$ cat config.mk
export PLATFORM = sky130hd
export DESIGN_NAME = secfsm_core
export DESIGN_NICKNAME = d
export VERILOG_FILES = /design/src/rtl/secfsm_pkg.sv /design/src/rtl/secfsm_decode.sv /design/src/rtl/secfsm_next.sv /design/src/rtl/secfsm_core.sv
export SDC_FILE = /design/constraint.sdc
export NUM_CORES = 1
export LEC_CHECK = 0
export ABC_AREA = 0
export ABC_CLOCK_PERIOD_IN_PS = 4500
export BUFFER_PORTS_ARGS = -buffer_cell sky130_fd_sc_hd__buf_4
export CAP_MARGIN = 30
export CORE_AREA = 2 2 51 57
export DETAILED_ROUTE_END_ITERATION = 12
export DIE_AREA = 0 0 53 59
export GPL_ROUTABILITY_DRIVEN = 0
export PLACE_DENSITY = 0.76
export SYNTH_ARGS = -nofsm -noshare
export SYNTH_HDL_FRONTEND = slang
export SYNTH_SLANG_ARGS = --single-unit
export TNS_END_PERCENT = 30
$ cat constraint.sdc
create_clock -name clk_i -period 4.5 [get_ports clk_i]
set_input_delay 0.675 -clock clk_i [delete_from_list [all_inputs] [get_ports clk_i]]
set_output_delay 0.675 -clock clk_i [all_outputs]
set_load 0.01 [all_outputs]
$ cat src/rtl/secfsm_pkg.sv
`timescale 1ns/1ps
package secfsm_pkg;
  localparam int IDX_W  = 4;
  localparam int CODE_W = (1 << $clog2(IDX_W + $clog2(IDX_W) + 1)) - 1;
  localparam int SYN_W  = $clog2(CODE_W + 1);
  localparam int N_ST   = 1 << IDX_W;

  typedef logic [IDX_W-1:0]  idx_t;
  typedef logic [CODE_W-1:0] code_t;
  typedef logic [SYN_W-1:0]  syn_t;

  // position p = bit index + 1; powers of two carry parity
  function automatic logic is_par_pos(int p);
    return (p & (p - 1)) == 0;
  endfunction

  function automatic code_t encode(idx_t d);
    code_t c;
    int    k;
    c = '0;
    k = 0;
    for (int p = 1; p <= CODE_W; p++) begin
      if (!is_par_pos(p)) begin
        c[p-1] = d[k];
        k++;
      end
    end
    for (int p = 1; p <= CODE_W; p++) begin
      if (!is_par_pos(p)) begin
        for (int b = 0; b < SYN_W; b++) begin
          if (((p >> b) & 1) == 1) c[(1 << b) - 1] = c[(1 << b) - 1] ^ c[p-1];
        end
      end
    end
    return c;
  endfunction

  function automatic syn_t syndrome(code_t c);
    syn_t s;
    s = '0;
    for (int i = 0; i < CODE_W; i++) begin
      if (c[i]) s = s ^ syn_t'(i + 1);
    end
    return s;
  endfunction

  function automatic idx_t extract(code_t c);
    idx_t d;
    int   k;
    d = '0;
    k = 0;
    for (int p = 1; p <= CODE_W; p++) begin
      if (!is_par_pos(p)) begin
        d[k] = c[p-1];
        k++;
      end
    end
    return d;
  endfunction
endpackage

$ cat src/rtl/secfsm_decode.sv
`timescale 1ns/1ps
module secfsm_decode
  import secfsm_pkg::*;
(
  input  code_t code_i,
  output idx_t  idx_o,
  output logic  nbr_o,
  output code_t fixed_o
);
  syn_t syn;

  always_comb begin
    syn     = syndrome(code_i);
    nbr_o   = (syn != '0);
    fixed_o = code_i;
    if (nbr_o) fixed_o[int'(syn) - 1] = ~code_i[int'(syn) - 1];
    idx_o   = extract(fixed_o);
  end

  // perfect code: every word lands on a codeword
  always_comb begin
    AST_FIXED_IS_CODEWORD: assert (syndrome(fixed_o) == '0 || $isunknown(code_i));
  end
endmodule

$ cat src/rtl/secfsm_next.sv
`timescale 1ns/1ps
module secfsm_next
  import secfsm_pkg::*;
(
  input  idx_t cur_i,
  input  logic jump_i,
  input  logic adv_i,
  input  logic rev_i,
  output idx_t nxt_o
);
  idx_t tbl_jump [N_ST];
  idx_t tbl_adv  [N_ST];
  idx_t tbl_rev  [N_ST];

  for (genvar s = 0; s < N_ST; s++) begin : g_tbl
    assign tbl_jump[s] = idx_t'(N_ST - 1 - s);
    assign tbl_adv[s]  = idx_t'((s + 1) % N_ST);
    assign tbl_rev[s]  = idx_t'((s + N_ST - 1) % N_ST);
  end

  always_comb begin
    if (jump_i)      nxt_o = tbl_jump[cur_i];
    else if (adv_i)  nxt_o = tbl_adv[cur_i];
    else if (rev_i)  nxt_o = tbl_rev[cur_i];
    else             nxt_o = cur_i;
  end
endmodule

$ cat src/rtl/secfsm_core.sv
`timescale 1ns/1ps
module secfsm_core
  import secfsm_pkg::*;
(
  input  logic             clk_i,
  input  logic             rst_ni,
  input  logic             srst_i,
  input  logic             jump_i,
  input  logic             adv_i,
  input  logic             rev_i,
  input  logic             inj_en_i,
  input  logic [CODE_W-1:0] inj_mask_i,
  output logic [IDX_W-1:0]  state_o,
  output logic [CODE_W-1:0] code_o,
  output logic             corr_o
);
  localparam code_t RST_CODE = encode(idx_t'(0));

  code_t code_q, code_fixed, code_d;
  idx_t  cur_idx, nxt_idx;
  logic  nbr, corr_q, inj_prev_q;

  secfsm_decode u_dec (
    .code_i (code_q),
    .idx_o  (cur_idx),
    .nbr_o  (nbr),
    .fixed_o(code_fixed)
  );

  secfsm_next u_nxt (
    .cur_i (cur_idx),
    .jump_i(jump_i),
    .adv_i (adv_i),
    .rev_i (rev_i),
    .nxt_o (nxt_idx)
  );

  always_comb begin
    code_d = encode(nxt_idx);
    if (inj_en_i) code_d = code_d ^ inj_mask_i;
    if (srst_i)   code_d = RST_CODE;
  end

  always_ff @(posedge clk_i or negedge rst_ni) begin
    if (!rst_ni) begin
      code_q     <= RST_CODE;
      corr_q     <= 1'b0;
      inj_prev_q <= 1'b0;
    end else begin
      code_q     <= code_d;
      corr_q     <= nbr;
      inj_prev_q <= inj_en_i && !srst_i;
    end
  end

  assign state_o = cur_idx;
  assign code_o  = code_q;
  assign corr_o  = corr_q;

  AST_SRST_CLEARS: assert property (@(posedge clk_i) disable iff (!rst_ni)
    srst_i |=> (code_q == RST_CODE));
  AST_CLEAN_WRITE: assert property (@(posedge clk_i) disable iff (!rst_ni)
    !inj_prev_q |-> !nbr);
  AST_CORR_RAISE: assert property (@(posedge clk_i) disable iff (!rst_ni)
    nbr |=> corr_o);
  AST_CORR_QUIET: assert property (@(posedge clk_i) disable iff (!rst_ni)
    !nbr |=> !corr_o);
  AST_JUMP_MIRROR: assert property (@(posedge clk_i) disable iff (!rst_ni)
    (jump_i && !srst_i && !inj_en_i) |=> (state_o == ~$past(state_o)));
  AST_ADV_STEP: assert property (@(posedge clk_i) disable iff (!rst_ni)
    (adv_i && !jump_i && !srst_i && !inj_en_i) |=> (state_o == idx_t'($past(state_o) + 1'b1)));
  AST_REV_STEP: assert property (@(posedge clk_i) disable iff (!rst_ni)
    (rev_i && !adv_i && !jump_i && !srst_i && !inj_en_i) |=> (state_o == idx_t'($past(state_o) - 1'b1)));
  AST_HOLD: assert property (@(posedge clk_i) disable iff (!rst_ni)
    (!rev_i && !adv_i && !jump_i && !srst_i && !inj_en_i) |=> $stable(state_o));
endmodule

=== After elaboration in Yosys (flattened, before gate mapping) ===
Memory sizes are Yosys's and may differ from the RTL's.
Index checks and enable logic that the tools add are counted.

* Bits in registers: 8
* Memory bits (read-only): 192
* Input port bits: 14
* Output and inout port bits: 12
* Word-level logic and storage cells: 51
* Memories kept: 3

* Add/sub/neg operators: 1
* Order comparisons: 3
* Mux-type cells: 25
* Bitwise logic cells: 15
* Reductions and logical operators: 2

{| class="wikitable"
|+ Memory list
! name !! words !! width !! rd ports !! clocked after Yosys merged registers in !! write ports !! RTL line !! text
|-
| (no name shown) || 16 || 4 || 1 || 0 || 0 || secfsm_next.sv:22 || <nowiki>if (jump_i) nxt_o = tbl_jump[cur_i];</nowiki>
|-
| (no name shown) || 16 || 4 || 1 || 0 || 0 || secfsm_next.sv:23 || <nowiki>else if (adv_i) nxt_o = tbl_adv[cur_i];</nowiki>
|-
| (no name shown) || 16 || 4 || 1 || 0 || 0 || secfsm_next.sv:24 || <nowiki>else if (rev_i) nxt_o = tbl_rev[cur_i];</nowiki>
|}

{| class="wikitable"
|+ Operators by type and width
! cell !! count
|-
| two-way mux 4 bit || 9
|-
| >= comparator 32 x 1 -> 1 bit (second input constant) || 1
|-
| less-than comparator 32 x 5 -> 1 bit (second input constant) || 1
|-
| two-way mux 7 bit || 3
|-
| two-way mux 3 bit || 4
|-
| bitwise mux 7 bit || 1
|-
| XOR 7 bit || 1
|-
| inverter 2 bit || 3
|-
| XOR 1 bit || 6
|-
| >= comparator 5 bit (second input constant) || 1
|-
| inverter 4 -> 5 bit || 1
|-
| two-way mux 1 bit || 4
|-
| two-way mux 2 bit || 2
|-
| subtractor 3 x 1 -> 4 bit (second input constant) || 1
|-
| binary-select mux 1 bit (select 3 bit) || 1
|-
| demux 1 bit (select 3 bit) || 1
|-
| inverter 3 bit || 1
|-
| nonzero test 3 bit || 1
|-
| inverter 1 bit (first input constant) || 2
|-
| logical AND 1 bit || 1
|-
| inverter 1 bit || 1
|}

=== Logic depth before layout (Yosys ltp) ===
* Word-level depth: 30
* Depth in mapped cells: 20
* Gate-level depth less buffers: 19

=== Hierarchy ===
A second synthesis with hierarchy kept.

* Cells, all modules: 112
* Area total of the unflattened synthesis: 984.7 µm²

{| class="wikitable"
|+ By module, submodules not included
! module !! times used !! cells an instance !! area each (µm²) !! seq. area each (µm²)
|-
| secfsm_core || 1 || 33 || 372.9 || 200.2
|-
| secfsm_decode || 1 || 40 || 332.8 || 0.0
|-
| secfsm_next || 1 || 39 || 279.0 || 0.0
|}

=== Least setup slack after synthesis ===
Ideal clock, no wire load.

* Kind: reg-to-reg
* Start point: register code_q[2] (netlist: code_o[2])
* End point: register code_q[3] (netlist: code_o[3])
* Setup time: 0.078 ns
* Data arrival time: 4.421 ns
* Required time: 4.422 ns
* Path slack: 0.002 ns
* Stages on the path, launching flop included: 20
* Buffers on the path: 1
* Period minus slack after synthesis: 4.498 ns
* Cells stage by stage: dfrtp_1 buf_4 xor2_1 xnor2_1 ha_1 inv_1 nor2_1 ha_1 or3_2 a211oi_1 o21ai_1 nand2_1 ha_1 nand2_1 or3_1 a221oi_1 a311o_1 mux2_4 or3_1 a21oi_1

* Cells in the longest elaborated chain, start to end: 26
* Elaborated cells on any way between the ends: 39
* Those cells by class: add/sub (1); order compare (2); mux (23); bitwise (8); reduce/logical (2); memory (3)

{| class="wikitable"
|+ RTL lines
! what !! RTL line !! text
|-
| start, declared || secfsm_core.sv:19 || <nowiki>code_t code_q, code_fixed, code_d;</nowiki>
|-
| start signal, assigned || secfsm_core.sv:50 || <nowiki>code_q <= code_d;</nowiki>
|-
| two-way mux 2 bit || secfsm_pkg.sv:42 || <nowiki>if (c[i]) s = s ^ syn_t'(i + 1);</nowiki>
|-
| two-way mux 3 bit || secfsm_pkg.sv:42 ||
|-
| inverter 2 bit (no line) or two-way mux 3 bit (tied branches) || -- ||
|-
| two-way mux 3 bit or inverter 2 bit (tied branches) || -- ||
|-
| two-way mux 3 bit || secfsm_pkg.sv:42 ||
|-
| inverter 3 bit (no line) || -- ||
|-
| two-way mux 3 bit || secfsm_pkg.sv:42 ||
|-
| subtractor 3 x 1 -> 4 bit || secfsm_decode.sv:16 || <nowiki>if (nbr_o) fixed_o[int'(syn) - 1] = ~code_i[int'(syn) - 1];</nowiki>
|-
| [11 not listed] || -- ||
|-
| two-way mux 4 bit || secfsm_next.sv:23 ||
|-
| two-way mux 4 bit * || secfsm_next.sv:22 ||
|-
| XOR 1 bit || secfsm_pkg.sv:31 || <nowiki>if (((p >> b) & 1) == 1) c[(1 << b) - 1] = c[(1 << b) - 1] ^ c[p-1];</nowiki>
|-
| XOR 1 bit * || secfsm_pkg.sv:31 ||
|-
| XOR 7 bit || secfsm_core.sv:40 || <nowiki>if (inj_en_i) code_d = code_d ^ inj_mask_i;</nowiki>
|-
| two-way mux 7 bit * || secfsm_core.sv:40 ||
|-
| two-way mux 7 bit * || secfsm_core.sv:41 || <nowiki>if (srst_i) code_d = RST_CODE;</nowiki>
|-
| via code_d[3] || secfsm_core.sv:19 ||
|}

Mark *: on every way through the listed nets, which the timed path passes. The rest lies on a longest branch. The select of a mux whose other input is x is not followed.

=== Worst setup path in the final report ===
* Start point: register code_q[2] (netlist: code_o[2])
* End point: register code_q[1] (netlist: code_o[1])

The elaborated chain is that of the path after synthesis.

==> results.toml <==
[run_status]
outcome = "complete, no violations"

[die]
io_pins = 26
die-area_um2 = 3127
initial_core_util_pct = 48.22
fp.dieH_um = 59
num_rows = 19
die_w_um = 53
design.core.area_um2 = 2496

[detailed_routing]
drcViolationCount = 0
num_vias = 1247
viasPerCell = 5.854
drt-initial-drc-count = 27
detail-route-antenna-nets = 0
wl_per_cell_um = 14.84
wl_mm = 3.161
drt_first_pass_iters = 4

[logic_synthesis]
synth_area_leader_cell = "dfrtp_1"
ys_ff_latch = 8
yosys_warnings = 0
syn_area_um2 = 1204
synthDistinctLibCells = 51
synth_seq_area_share_pct = 16.63
synth_area_per_cell_um2 = 8.024
synth.most_common_cell = "nand2_1"
syn_nets = 172
synthFlopType = "dfrtp_1"
async_flop_share_pct = 100.0
synth_edf_count = 0
synthTopCellsByCount = "nand2_1 (20), nor2_1 (12), dfrtp_1 (8), ha_1 (8)"
synthCells = 150
synthDominantCellAreaShare_pct = 16.63
netlist_top_cells_area = "dfrtp_1 (17%), ha_1 (8.3%), nand2_1 (6.2%)"

[sta]
max_slew.worst_pin.slew_ns = 0.6808
setup_viol = 0
slew_viol_final = 0
clock_skew_ns = 0.004237
fin_crit_ns = 4.370
hold_viol_final = 0
relSlewSlack_pct = 54.12
fin_crit_sh_pct = 97.12
timing.fmax_mhz = 228.8
whs_ns = 0.2259

[final_layout]
post-route-util_pct = 62.26
fill_cells = 213
drive_gt1_share_pct = 34.07
n_antenna_cell = 0
stdcell_area_um2 = 1554
syn2layout_area_growth_pct = 29.11
final_net_count = 206

[grt]
grt_max_degree = 14
gr-total-overflow = 0
antenna_found_initial = 0
grt_pass1_vias = 1197
grt_usage_pct = 22.55
grt_pass1_wl_mm = 5.244

[clock_tree]
cts_tree = "done"
cts_buffers = 3
clk_pin_slew_ns = 0.05
root_buffer = "clkbuf_4"
clock_sinks = 8
clk_latency_ns = 0.25
htreeDepth = 1
cts.path.max_buffers = 2

[min_path]
worstHoldPathType = "primary input to async pin"

[worst_setup_path]
endpoint_kind = "flip-flop"
arrival_ns = 4.50
worstPathRequired_ns = 4.63
cp_max_fo = 10
critPathKind = "flip-flop to flip-flop"
critPathLaunchType = "flip-flop"

[job]
cap_violations = 0

[placed_design]
port_buffers = 25
place_area_um2 = 1468
dp_hpwl_mm = 2.555
cell type report:
class / count / area, um2 / share of cell area (%)
Multi-Input combinational cell: 131 / 1015 / 65.30
Clock buffer: 3 / 22.52 / 1.449
Sequential cell: 8 / 200.2 / 12.88
Timing Repair Buffer: 34 / 255.2 / 16.43
Tap cell: 31 / 38.79 / 2.496
Inverter: 6 / 22.52 / 1.449
per-stage QoR:
step	std cells	setup TNS, ns	setup slack (ns)
after floorplan	150	0	0.001704
after global placement	209	0	0.1588
after detailed placement	209	-0.02067	-0.01244
after CTS	212	0	0.007451
after global routing	213	-0.02259	-0.01755
final	213	0	0.1296
metal layers:
metal	routed length, um	part of all wire, %	vias up	GRT usage [%]
met3	111	3.5	10	2.525
met5	0	0	-	0
met1	1263	40	582	26.75
met4	89	2.8	0	10.26
li1	-	-	614	-
met2	1697	54	41	40.18
cell families after synthesis:
group	share of synthesized area, %
AOI/OAI and AO/OA	24.43
xor gates and xnor gates	14.35
adders and majority gates	8.316
buffers and inverters	3.743
DFF	16.63
muxes	4.677
and+or+nand+nor	27.86
state kept, by name (all words and copies together), names as in the netlist:
register  count
code_o        7
corr_o        1
worst max-delay path: stages (launching register included):
cell	delay, ns
dfrtp_1	0.39
buf_4	0.17
xor2_2	0.22
xnor2_4	0.37
nor2_1	0.08
ha_1	0.31
or3_4	0.38
a211oi_4	0.19
o21ai_2	0.12
nand2_2	0.12
ha_2	0.17
nand2_1	0.07
or3_4	0.40
a221oi_2	0.24
a311o_1	0.25
mux2_4	0.34
o21ba_1	0.17
mux2_2	0.26
path summary, 6_finish.rpt:
kind                                            end                start  slack (ns)  cells past startpoint
worst max register to register  code_o[1]$_DFF_PN0_  code_o[2]$_DFF_PN0_        0.13                     17
min in group clk_i              code_o[3]$_DFF_PN0_               srst_i        0.64                      2
max in group asynchronous          corr_o$_DFF_PN0_               rst_ni        4.15                      1
worst min-delay path            code_o[6]$_DFF_PN0_               rst_ni        0.23                      1
worst max-delay path            code_o[1]$_DFF_PN0_  code_o[2]$_DFF_PN0_        0.13                     17
worst min register to register  code_o[4]$_DFF_PN0_  code_o[4]$_DFF_PN0_        1.11                      5
layout by cell type, fill, tap and decap left out, drive strengths merged, types with 3 or more instances in the layout:
master  synthesis  final
or4b            3      3
a21oi           9      9
clkbuf          2      3
nand4           3      3
xnor2           8      8
nor2b           3      3
a211oi          6      6
nor3            6      6
o21ai           6      6
nand3           3      3
inv             6      6
o211ai          3      3
ha              8      8
nand2          20     20
mux2i           3      3
nor2           13     13
or3             4      4
buf             3     34
and3            3      3
xor2            7      7
dfrtp           8      8
repair_timing:
item	in CTS	in global routing
buffers inserted	0	1
gates resized for setup	2	10
pin swaps	3	9
setup endpoints to repair	3	3
hold buffers	0	0
Power is left out: the tool's default activity adds up to more than one toggle a clock period on the data nets, which glitch-free logic cannot reach.
